[src/rtl/bpu_pkg.sv]
package bpu_pkg;
  typedef enum logic [1:0] {
    PCS_SEQ    = 2'd0,
    PCS_TARGET = 2'd1,
    PCS_FALL   = 2'd2
  } pc_sel_e;
endpackage

[src/rtl/bpu_target_adder.sv]
// Branch target: base + sign-extended displacement scaled to bytes.
module bpu_target_adder #(
  parameter int AW = 32,
  parameter int DW = 16,
  parameter int SH = 2
) (
  input  logic [AW-1:0] base,
  input  logic [DW-1:0] disp,
  output logic [AW-1:0] sum
);
  logic [AW-1:0] ext;

  generate
    if (AW > DW) begin : g_sext
      assign ext = {{(AW-DW){disp[DW-1]}}, disp};
    end else begin : g_trunc
      assign ext = disp[AW-1:0];
    end
  endgenerate

  assign sum = base + (ext << SH);
endmodule

[src/rtl/bpu_pend_track.sv]
// Holds the single in-flight branch between decode and execute.
module bpu_pend_track #(
  parameter int AW = 32
) (
  input  logic          clk,
  input  logic          rst_n,
  input  logic          load,
  input  logic [AW-1:0] load_ft,
  input  logic          load_unc,
  input  logic          retire,
  output logic          pend,
  output logic [AW-1:0] pend_ft,
  output logic          pend_unc
);
  always_ff @(posedge clk or negedge rst_n) begin
    if (!rst_n) begin
      pend     <= 1'b0;
      pend_ft  <= '0;
      pend_unc <= 1'b0;
    end else if (load) begin
      pend     <= 1'b1;
      pend_ft  <= load_ft;
      pend_unc <= load_unc;
    end else if (retire) begin
      pend     <= 1'b0;
    end
  end
endmodule

[src/rtl/bpu_redirect_ctrl.sv]
// Combinational steering of PC and pipeline registers.
module bpu_redirect_ctrl
  import bpu_pkg::*;
#(
  parameter int AW = 32
) (
  input  logic          dec_valid,
  input  logic          pend,
  input  logic          pend_unc,
  input  logic [AW-1:0] pend_ft,
  input  logic [AW-1:0] target,
  input  logic          ex_resolve,
  input  logic          ex_cond,
  output logic          ready,
  output logic          accept,
  output logic          retire,
  output logic [1:0]    pc_sel,
  output logic [AW-1:0] redirect,
  output logic          bubble,
  output logic          flush,
  output logic          hold,
  output logic          pc_en
);
  logic resolve_hit, taken_res, mispred;

  always_comb begin
    resolve_hit = ex_resolve && pend;
    taken_res   = resolve_hit && (pend_unc || ex_cond);
    mispred     = resolve_hit && !pend_unc && !ex_cond;
    ready       = !pend || taken_res;
    accept      = dec_valid && ready;
    retire      = resolve_hit;
    flush       = mispred;
    bubble      = accept;
    hold        = dec_valid && !ready && !mispred;
    pc_en       = !hold;
    if (mispred) begin
      pc_sel   = PCS_FALL;
      redirect = pend_ft;
    end else if (accept) begin
      pc_sel   = PCS_TARGET;
      redirect = target;
    end else begin
      pc_sel   = PCS_SEQ;
      redirect = target;
    end
  end
endmodule

[src/rtl/br_taken_unit.sv]
module br_taken_unit #(
  parameter int AW         = 32,
  parameter int DW         = 16,
  parameter int INSN_BYTES = 4
) (
  input  logic          clk,
  input  logic          rst_n,
  input  logic          dec_br_valid,
  output logic          dec_br_ready,
  input  logic [AW-1:0] dec_pc,
  input  logic [DW-1:0] dec_disp,
  input  logic          dec_uncond,
  input  logic          ex_resolve,
  input  logic          ex_cond,
  output logic [1:0]    pc_sel,
  output logic          pc_en,
  output logic [AW-1:0] redirect_pc,
  output logic          ifid_bubble,
  output logic          id_hold,
  output logic          flush
);
  localparam int            SH   = $clog2(INSN_BYTES);
  localparam logic [AW-1:0] STEP = AW'(INSN_BYTES);

  logic [AW-1:0] tgt, ft_next, pend_ft;
  logic          pend_q, pend_unc, accept, retire;

  bpu_target_adder #(.AW(AW), .DW(DW), .SH(SH)) u_tgt (
    .base (dec_pc),
    .disp (dec_disp),
    .sum  (tgt)
  );

  assign ft_next = dec_pc + STEP;

  bpu_pend_track #(.AW(AW)) u_track (
    .clk      (clk),
    .rst_n    (rst_n),
    .load     (accept),
    .load_ft  (ft_next),
    .load_unc (dec_uncond),
    .retire   (retire),
    .pend     (pend_q),
    .pend_ft  (pend_ft),
    .pend_unc (pend_unc)
  );

  bpu_redirect_ctrl #(.AW(AW)) u_ctrl (
    .dec_valid  (dec_br_valid),
    .pend       (pend_q),
    .pend_unc   (pend_unc),
    .pend_ft    (pend_ft),
    .target     (tgt),
    .ex_resolve (ex_resolve),
    .ex_cond    (ex_cond),
    .ready      (dec_br_ready),
    .accept     (accept),
    .retire     (retire),
    .pc_sel     (pc_sel),
    .redirect   (redirect_pc),
    .bubble     (ifid_bubble),
    .flush      (flush),
    .hold       (id_hold),
    .pc_en      (pc_en)
  );
endmodule

[config.mk]
export PLATFORM = sky130hd
export DESIGN_NAME = br_taken_unit
export DESIGN_NICKNAME = d
export VERILOG_FILES = /design/src/rtl/bpu_pkg.sv /design/src/rtl/bpu_target_adder.sv /design/src/rtl/bpu_pend_track.sv /design/src/rtl/bpu_redirect_ctrl.sv /design/src/rtl/br_taken_unit.sv
export SDC_FILE = /design/constraint.sdc
export NUM_CORES = 1
export LEC_CHECK = 0
export BUFFER_PORTS_ARGS = -buffer_cell sky130_fd_sc_hd__buf_2
export CORE_ASPECT_RATIO = 1.1
export CORE_MARGIN = 2
export CORE_UTILIZATION = 41
export CTS_BUF_LIST = sky130_fd_sc_hd__clkbuf_4 sky130_fd_sc_hd__clkbuf_8 sky130_fd_sc_hd__clkbuf_16
export DETAILED_ROUTE_END_ITERATION = 8
export PLACE_DENSITY_LB_ADDON = 0.25
export SYNTH_ARGS = -nofsm -noshare
export SYNTH_HDL_FRONTEND = slang
export SYNTH_HIERARCHICAL = 1
export SYNTH_SLANG_ARGS = --single-unit
export TNS_END_PERCENT = 20
[constraint.sdc]
create_clock -name clk -period 4.5 [get_ports clk]
set_input_delay 0.45 -clock clk [delete_from_list [all_inputs] [get_ports clk]]
set_output_delay 0.45 -clock clk [all_outputs]
set_load 0.01 [all_outputs]
==> results.yml, run 1 <==
routing:
  wire_per_inst_um: 15.7
  routed-via-count: 3529
  detail_routed_via_count_per_cell: 5.36
  dr.pass1.iters: 4
  drt_drc_violations_left: 0
  initialDrtViolationCount: 119
  antenna_violating_nets_post_route: 0
  detail_route.wirelength_um: 10300
synthesis:
  synth.cells.most_frequent: "mux2_4 (58), xnor2_1 (40), dfrtp_1 (34), nand2_1 (31), ha_1 (30)"
  combinational_family_with_the_most_area_after_synthesis: "multiplexers"
  post_synth_xor_area_fraction_pct: 11.1
  synth.largest_area_cell: "mux2_4"
  synth_edf_count: 0
  netlist-cell-type-count: 63
  syn_area_per_cell_um2: 9.95
  synth_nets: 523
  postSynthRegisterBits: 34
  yosys_most_used_dff: "dfrtp_1"
  fraction_of_the_mapped_netlist_area_in_adder_cells_pct: 9.08
  synthMostInstantiatedCell: "mux2_4"
  synth_simple_gate_area_share_pct: 15.1
  yosysTopAreaCellShare_pct: 20.0
  synthMuxAreaShare_pct: 21.8
  synth-compound-area-share_pct: 16.7
  synth_area_leaders: "mux2_4 (20%), dfrtp_1 (20%), ha_1 (8.6%)"
  async_reset_ff_share_pct: 100
  ys.warnings.count: 6
  netlist_area_um2: 4360
  synth-seq-area-share_pct: 19.5
  synthesis.instances: 438
place:
  place.gp.congestion: 0.854
  hpwl_um: 8070
  port_buffers: 92
critical_path:
  critPathLaunchType: "input port"
  crit_buf_inv: 3
  critical_path_arrival_ns: 3.06
  critical_path.max_fanout: 5
  worstRegToRegCells: 4
  rr_startpoint: "u_track/pend_unc"
  cp_num_cells: 13
  worst_path_max_delay_cell: "fa_1"
  critPathMaxStageDelay_ns: 0.40
  cpMostUsedCell: "buf_2"
  reg_to_reg_slack_setup_ns: 2.22
  critPathCaptureType: "output port"
  timing.critical_path.max_delay_family: "compound AO/OA/AOI/OAI gates"
  worstPathRequired_ns: 4.05
  reg2reg_to: "u_track/pend_ft[9]"
  crit_path_cell_trace: "buf_2 -> ha_1 -> inv_1 -> fa_1 -> nor2b_1 -> o2111ai_1 -> and3_4 -> o311ai_4 -> a31oi_1 -> o21ai_1 -> xor2_1 -> mux2_4 -> buf_2"
  timing.setup.critical_path_class: "input port to output port"
global_route:
  antenna_found_initial: 0
  grt_overflow_total: 0
  first_global_vias: 3336
  grt_pass1_wl_um: 17000
  groute.usage.overall_pct: 18.4
  pin_count_of_the_biggest_net_entering_global_routing: 35
power:
  seq_power_share_pct: 28.5
  p_comb_share_pct: 50.2
  static-leakage-power_nw: 2.28
  p_sw_mw: 0.586
  power.density_nw_per_um2: 341
  clock_power_share_pct: 21.3
  totalPowerFinal_mw: 1.68
  power.switching_fraction_pct: 34.8
  peakVddDrop_mv: 0.226
  internal_power_contribution_mw: 1.10
clock_network:
  cts.reportedPaths.clkPinSlew_ns: 0.06
  cts.sinks: 34
  cts-resized-gates: 0
  cts.root.buffer_cell: "clkbuf_16"
  cts_setup_buffers: 0
  clk_latency_ns: 0.28
  cts_hold_buffers: 0
  tritoncts.num_buffers: 5
  max-clock-path-buffers: 2
  cts_tree: "built"
  htree_num_levels: 2
sta:
  slew_viol_final: 0
  fin_worst_skew_ns: 0.00280
  tightestPinTransition_ns: 1.18
  fmax_ghz: 0.285
  share_of_the_clock_period_used_by_the_worst_path_after_layout_pct: 77.9
  timing_hold_violations_final: 0
  count_of_endpoints_failing_setup_in_the_final_report: 0
  fin_tns_setup_ns: 0
  fin_crit_ns: 3.51
  slew-limit-headroom_pct: 21.4
  setup_repair_after_global_routing_missed_its_margin: "false"
final_layout:
  finalNetCount: 600
  area.growth.synth_to_final_pct: 13.3
  drive_above_1_share_pct: 38.0
  diodes: 0
floorplanning:
  core_area_um2: 10400
  die_width_um: 102
  die_h_um: 112
  initial_utilization_pct: 41.9
  placementRows: 39
  total_die_area_um2: 11500
  io_pins: 93
run:
  max_cap_viol_count: 0
outcome:
  run_status: "finished clean"
min_path:
  hold_path.class: "input port to asynchronous set/reset pin"
==> metrics by stage <==
stage	hold WS (ns)	util (%)	cell area, µm²	setup slack [ns]	std cells
final	0.258	47.5	4940	0.995	659
after global placement	0.489	46.0	4790	1.05	651
after global routing	0.341	47.5	4940	0.792	659
after detailed placement	0.488	46.0	4790	1.01	651
after floorplan	0.154	-	4360	1.51	438
after CTS	0.294	47.5	4940	0.998	659
==> area by class of cell <==
| cell class | instances | area, µm² |
|---|---|---|
| Multi-Input combinational cell | 365 | 3220 |
| Clock buffer | 6 | 139 |
| Tap cell | 143 | 179 |
| Timing Repair Buffer | 94 | 475 |
| Fill cell | 1007 | 5460 |
| Inverter | 15 | 56.3 |
| Clock inverter | 2 | 12.5 |
| Sequential cell | 34 | 851 |
==> routing by layer <==
layer	track usage [%]	up-vias	share of wire [%]
li1	-	1756	-
met5	0	-	0
met2	28.4	113	45
met1	27.9	1656	50
met4	2.67	0	0.44
met3	2.30	4	4.5
==> kinds of logic (layout without fill, tap and decap cells) <==
group	count (synthesis)	in the layout
AOI/OAI and AO/OA	93	93
xor gates and xnor gates	55	55
adders and majority gates	31	31
buffers and inverters	39	117
DFF	34	34
muxes	65	65
and+or+nand+nor	121	121
==> flip-flops by register name, summed over array words and instances (netlist names) <==
name	count
u_track/pend_unc	1
u_track/pend	1
u_track/pend_ft	32
==> cell usage in the layout, fill, tap and decap left out, drive strengths merged, types with 3 or more instances in the layout <==
cell,instances
or2,3
clkbuf,6
buf,94
mux2,65
o311ai,3
o21ai,18
nand4,16
and2,3
inv,15
o21a,3
nand3,19
a21boi,3
and3,4
a31oi,4
nor3,9
dfrtp,34
ha,30
o21bai,4
xnor2,40
a21o,16
nor2,24
nand2,31
xor2,15
a21oi,26
nor2b,3
==> worst max path at each step <==
stage | from | slack (ns) | endpoint
3_5_place_dp | dec_pc[2] | 1.01 | redirect_pc[26]
2_1_floorplan | dec_pc[2] | 1.51 | redirect_pc[26]
5_1_grt | dec_pc[2] | 0.79 | redirect_pc[26]
3_3_place_gp | dec_pc[2] | 1.05 | redirect_pc[26]
4_1_cts | dec_pc[2] | 1.0 | redirect_pc[26]
6_report | dec_pc[2] | 0.99 | redirect_pc[28]
==> power groups by stage <==
| stage | Clock, mW | Sequential (mW) | Combinational, mW |
|---|---|---|---|
| final | 0.358 | 0.480 | 0.845 |
| after global routing | 0.387 | 0.495 | 0.914 |
| after CTS | 0.373 | 0.482 | 0.850 |
| after detailed placement | 0 | 0.484 | 0.846 |
| after global placement | 0 | 0.481 | 0.840 |
| after floorplan | 0 | 0.462 | 0.678 |
==> worst reg2reg max path: cells and delay by family (launching register included) <==
family                 cells  cell delay [ns]
flip-flops                 1             0.36
AO/OA/AOI/OAI              2             1.00
multiplexers               1             0.34
buffers and inverters      1             0.47
(Power assumes the default switching activity.)
==> inputs of run 2 (changes only) <==
==> constraint.sdc (replaced) <==
create_clock -name clk -period 3.2 [get_ports clk]
set_input_delay 0.32 -clock clk [delete_from_list [all_inputs] [get_ports clk]]
set_output_delay 0.32 -clock clk [all_outputs]
set_load 0.01 [all_outputs]
==> run 2 against run 1 <==
  * Global-route usage increased by 0.31 points
  * Setup slack worse by 0.87 ns
  * Sequential share of layout area down 0.30 points
  * Largest cell class unchanged
  * Highest routed layer unchanged
==> results.yml, run 2 (same netlist as run 1, synthesis figures left out) <==
outcome:
  run_status: "finished clean"
routing:
  dr.pass1.iters: 5
  antenna_violating_nets_post_route: 0
  routed-via-count: 3541
  wire_per_inst_um: 15.9
  detail_route.wirelength_um: 10600
  detail_routed_via_count_per_cell: 5.34
  drt_drc_violations_left: 0
  initialDrtViolationCount: 117
clock_network:
  cts.sinks: 34
  cts_tree: "built"
  cts.reportedPaths.clkPinSlew_ns: 0.06
  htree_num_levels: 2
  max-clock-path-buffers: 2
  clk_latency_ns: 0.28
  cts.root.buffer_cell: "clkbuf_16"
  tritoncts.num_buffers: 5
sta:
  slew-limit-headroom_pct: 43.9
  fin_crit_ns: 3.08
  fin_worst_skew_ns: 0.00897
  share_of_the_clock_period_used_by_the_worst_path_after_layout_pct: 96.1
  setup_repair_after_global_routing_missed_its_margin: "false"
  tightestPinTransition_ns: 0.841
  slew_viol_final: 0
  fmax_ghz: 0.325
  fin_tns_setup_ns: 0
  timing_hold_violations_final: 0
  finalHoldWorstSlack_ns: 0.147
  count_of_endpoints_failing_setup_in_the_final_report: 0
global_route:
  groute.usage.overall_pct: 18.7
  first_global_vias: 3449
  grt_pass1_wl_um: 17200
  antenna_found_initial: 0
  grt_overflow_total: 0
  pin_count_of_the_biggest_net_entering_global_routing: 36
place:
  post-place-cells: 655
  port_buffers: 92
  place.gp.congestion: 0.871
  hpwl_um: 8200
final_layout:
  layout_common_cells: "buf_2 (92), mux2_4 (58), xnor2_1 (40)"
  finalNetCount: 606
  number_of_flip_flops_in_the_largest_register: 32
  area.growth.synth_to_final_pct: 15.3
  diodes: 0
  registers.top_by_ff_count: "u_track/pend_ft"
  layout_top_registers: "u_track/pend_ft (32), u_track/pend (1), u_track/pend_unc (1)"
  drive_above_1_share_pct: 40.0
  mostFrequentLayoutCell: "buf_2"
  post_layout_nonfiller_instances: 663
power:
  static-leakage-power_nw: 2.31
  totalPowerFinal_mw: 2.38
  peakVddDrop_mv: 0.306
  power.density_nw_per_um2: 473
critical_path:
  worstPathRequired_ns: 2.88
  critical_path.max_fanout: 4
  critPathLaunchType: "input port"
  worstRegToRegCells: 4
  timing.setup.critical_path_class: "input port to output port"
  critPathCaptureType: "output port"
  critical_path_arrival_ns: 2.76
run:
  max_cap_viol_count: 0
min_path:
  hold_path.class: "input port to asynchronous set/reset pin"
floorplanning:
  placementRows: 39
  io_pins: 93
  total_die_area_um2: 11500
  core_area_um2: 10400
  initial_utilization_pct: 41.9
  die_width_um: 102
  die_h_um: 112
## run 2: metal layers
layer	track usage [%]	up-vias	wire, µm
met3	2.43	7	418
met4	2.49	0	51
met5	0	-	0
li1	-	1755	-
met1	27.3	1684	5180
met2	30.1	95	4930
## run 2: through the flow
stage,setup WS (ns),util [%],area (µm²)
final,0.125,48.3,5020
after global placement,0.0514,46.5,4830
after CTS,0.000342,47.9,4970
after detailed placement,0.0110,46.5,4830
after floorplan,0.469,-,4360
after global routing,0.00974,48.3,5020
## run 2: worst max-delay path, stage by stage
cell and delay (ns):
buf_2 0.09, ha_1 0.17, inv_1 0.06, fa_2 0.36, nor2b_2 0.16, o2111ai_2 0.14, and3_4 0.23, o311ai_4 0.31
a31oi_2 0.19, o21ai_1 0.21, xor2_1 0.09, mux2_4 0.27, buf_2 0.14
## run 2: worst paths after layout
path                                     start                  end  slack [ns]
min in group clk                    dec_uncond     u_track/pend_unc        0.28
max in group asynchronous                rst_n  u_track/pend_ft[31]        2.52
hold reg to reg            u_track/pend_ft[31]  u_track/pend_ft[31]        0.51
setup reg to reg              u_track/pend_unc  u_track/pend_ft[31]        1.38
hold / removal                           rst_n   u_track/pend_ft[9]        0.15
setup / recovery                     dec_pc[2]      redirect_pc[28]        0.12
## run 2: power breakdown
group          internal, mW  switching (mW)
clock                 0.301           0.189
combinational         0.666           0.544
sequential            0.582          0.0952
## run 2: layout make-up
cell class / instances / area (µm²)
clock buffer: 6 / 139
fill: 1014 / 5370
inverter: 15 / 56.3
multi-input combinational: 365 / 3270
sequential: 34 / 851
tap: 143 / 179
timing repair buffer: 100 / 533
## run 2: repair_timing
action | in CTS | in global routing
setup endpoints to repair | 1 | 6
gates resized for setup | 1 | 7
pin swaps | 0 | 6
hold buffers | 0 | 0
setup buffers | 0 | 2
endpoints found under the hold margin | 0 | 0
==> inputs of run 3 (changes only) <==
==> constraint.sdc (replaced) <==
create_clock -name clk -period 2.8 [get_ports clk]
set_input_delay 0.28 -clock clk [delete_from_list [all_inputs] [get_ports clk]]
set_output_delay 0.28 -clock clk [all_outputs]
set_load 0.01 [all_outputs]
==> run 3 against run 2 <==
  * The flow now finishes with violations (negative setup slack)
  * Core utilization is 5.1 points higher
  * Via count is 6.1% higher
  * Final area is 11% higher
  * Clock skew is 0.0024 ns lower
  * Wire length is 8.6% higher
  * Non-clock buffer count is 52 higher
  * Clock-buffer cell count is 1 higher
  * Global-route usage is 1.2 points higher
  * Sequential cell count stayed put
  * Clock power is 20% higher
  * Sequential power is 15% higher
  * Cell count is 8.1% higher
==> results.yml, run 3 (same netlist as run 1, synthesis figures left out) <==
place:
  post-place-cells: 704
  hpwl_um: 8900
  dpl_cell_area_um2: 5180
  port_buffers: 92
  place.gp.congestion: 0.858
floorplanning:
  core_area_um2: 10400
  die_h_um: 112
  initial_utilization_pct: 41.9
  placementRows: 39
  io_pins: 93
  total_die_area_um2: 11500
  die_width_um: 102
sta:
  fin_tns_setup_ns: -0.358
  fmax_ghz: 0.341
  slew_viol_final: 0
  count_of_endpoints_failing_setup_in_the_final_report: 5
  timing.final.ws_setup_ns: -0.134
  fin_worst_skew_ns: 0.00660
  timing_hold_violations_final: 0
  tightestPinTransition_ns: 0.853
  setup_repair_after_global_routing_missed_its_margin: "true"
  slew-limit-headroom_pct: 43.1
  share_of_the_clock_period_used_by_the_worst_path_after_layout_pct: 105
  fin_crit_ns: 2.93
clock_network:
  htree_num_levels: 2
  cts_hold_buffers: 0
  cts.reportedPaths.clkPinSlew_ns: 0.06
  cts.root.buffer_cell: "clkbuf_16"
  cts.sinks: 34
  tritoncts.num_buffers: 5
  max-clock-path-buffers: 2
  clk_latency_ns: 0.28
  cts_tree: "built"
global_route:
  groute.usage.overall_pct: 19.9
  grt_pass1_wl_um: 18400
  first_global_vias: 3790
  grt_overflow_total: 0
  pin_count_of_the_biggest_net_entering_global_routing: 35
  antenna_found_initial: 0
routing:
  antenna_violating_nets_post_route: 0
  dr.pass1.iters: 4
  initialDrtViolationCount: 84
  wire_per_inst_um: 16.0
  detail_routed_via_count_per_cell: 5.24
  routed-via-count: 3756
  detail_route.wirelength_um: 11500
  drt_drc_violations_left: 0
critical_path:
  timing.critical_path.max_delay_family: "compound AO/OA/AOI/OAI gates"
  timing.setup.critical_path_class: "input port to output port"
  critPathLaunchType: "input port"
  crit_path_cell_trace: "buf_8 -> ha_4 -> inv_2 -> fa_2 -> nor2b_4 -> o2111ai_2 -> and3_4 -> o311ai_4 -> nor2b_2 -> a311oi_2 -> xnor2_1 -> mux2_4 -> buf_6"
  critPathMaxStageDelay_ns: 0.40
  critical_path.max_fanout: 4
  critPathCaptureType: "output port"
  crit_buf_inv: 3
  worst_path_max_delay_cell: "o311ai_4"
  worstPathRequired_ns: 2.52
  critical_path_arrival_ns: 2.65
final_layout:
  diodes: 0
  design_area_um2: 5560
  layout_top_registers: "u_track/pend_ft (32), u_track/pend (1), u_track/pend_unc (1)"
  number_of_flip_flops_in_the_largest_register: 32
  area.growth.synth_to_final_pct: 27.6
  n_fill_cell: 963
  registers.top_by_ff_count: "u_track/pend_ft"
  finalNetCount: 658
  layout_common_cells: "buf_2 (86), buf_4 (60), mux2_4 (58)"
  drive_above_1_share_pct: 47.9
  mostFrequentLayoutCell: "buf_2"
  post_layout_nonfiller_instances: 717
power:
  totalPowerFinal_mw: 2.89
  power.density_nw_per_um2: 520
  peakVddDrop_mv: 0.357
  static-leakage-power_nw: 2.58
outcome:
  run_status: "complete, but fails checks"
  violations_in_the_final_reports: "negative setup slack"
min_path:
  hold_path.class: "input port to asynchronous set/reset pin"
run:
  max_cap_viol_count: 0
run 3: changes by cell type in the layout (fill, tap and decap cells not counted), moves of 3 or more:
cell,before,now
buf_4,7,60
buf_2,92,86
ha_1,30,24
ha_4,0,5
buf_6,0,4
o21ai_0,11,8
run 3: worst register-to-register path: stages (launching register included):
cell      delay (ns)
dfrtp_1         0.39
o21ai_0         0.43
a21boi_4        0.10
buf_4           0.25
mux2_4          0.35
run 3: path summary, 6_finish.rpt:
kind	slack, ns	endpoint	from	depth (start not counted)
worst max-delay path	-0.13	redirect_pc[20]	dec_pc[2]	13
max in group asynchronous	2.15	u_track/pend_ft[22]	rst_n	1
worst max register to register	1.17	u_track/pend_ft[15]	u_track/pend_unc	4
worst min register to register	0.51	u_track/pend_ft[26]	u_track/pend_ft[26]	1
worst min-delay path	0.11	u_track/pend_ft[10]	rst_n	1
min in group clk	0.24	u_track/pend_unc	dec_uncond	2
run 3: report_power, final:
| part | total [mW] | internal (mW) | switching, mW |
|---|---|---|---|
| sequential | 0.777 | 0.665 | 0.112 |
| clock | 0.590 | 0.363 | 0.226 |
| combinational | 1.52 | 0.865 | 0.657 |
| total | 2.89 | 1.89 | 0.995 |
run 3: repair_timing:
action,4_1_cts,5_1_grt
endpoints found under the setup margin,11,14
pin swaps,12,14
gates resized for setup,15,22
buffers inserted,1,4
run 3: metrics by stage:
stage,setup WS [ns],utilization [%],hold WS [ns]
finish,-0.134,53.5,0.105
global route,-0.211,53.5,0.177
CTS,-0.154,52.1,0.148
detailed placement,-0.312,49.9,0.454
global placement,-0.274,49.9,0.437
floorplan,0.149,-,-0.0156
run 3: layout make-up:
class                      instances  area (µm²)  share of cell area [%]
timing repair buffer             152         948                    17.1
tap                              143         179                    3.22
clock inverter                     1        5.00                  0.0900
inverter                          15        56.3                    1.01
sequential                        34         851                    15.3
multi-input combinational        365        3370                    60.7
clock buffer                       7         146                    2.63
run 3: metal layers:
| metal | track usage (%) | up-vias | part of all wire, % |
|---|---|---|---|
| met3 | 2.37 | 10 | 3.8 |
| met1 | 27.9 | 1790 | 47 |
| met5 | 0 | - | 0 |
| li1 | - | 1859 | - |
| met2 | 33.1 | 97 | 48 |
| met4 | 3.56 | 0 | 0.89 |
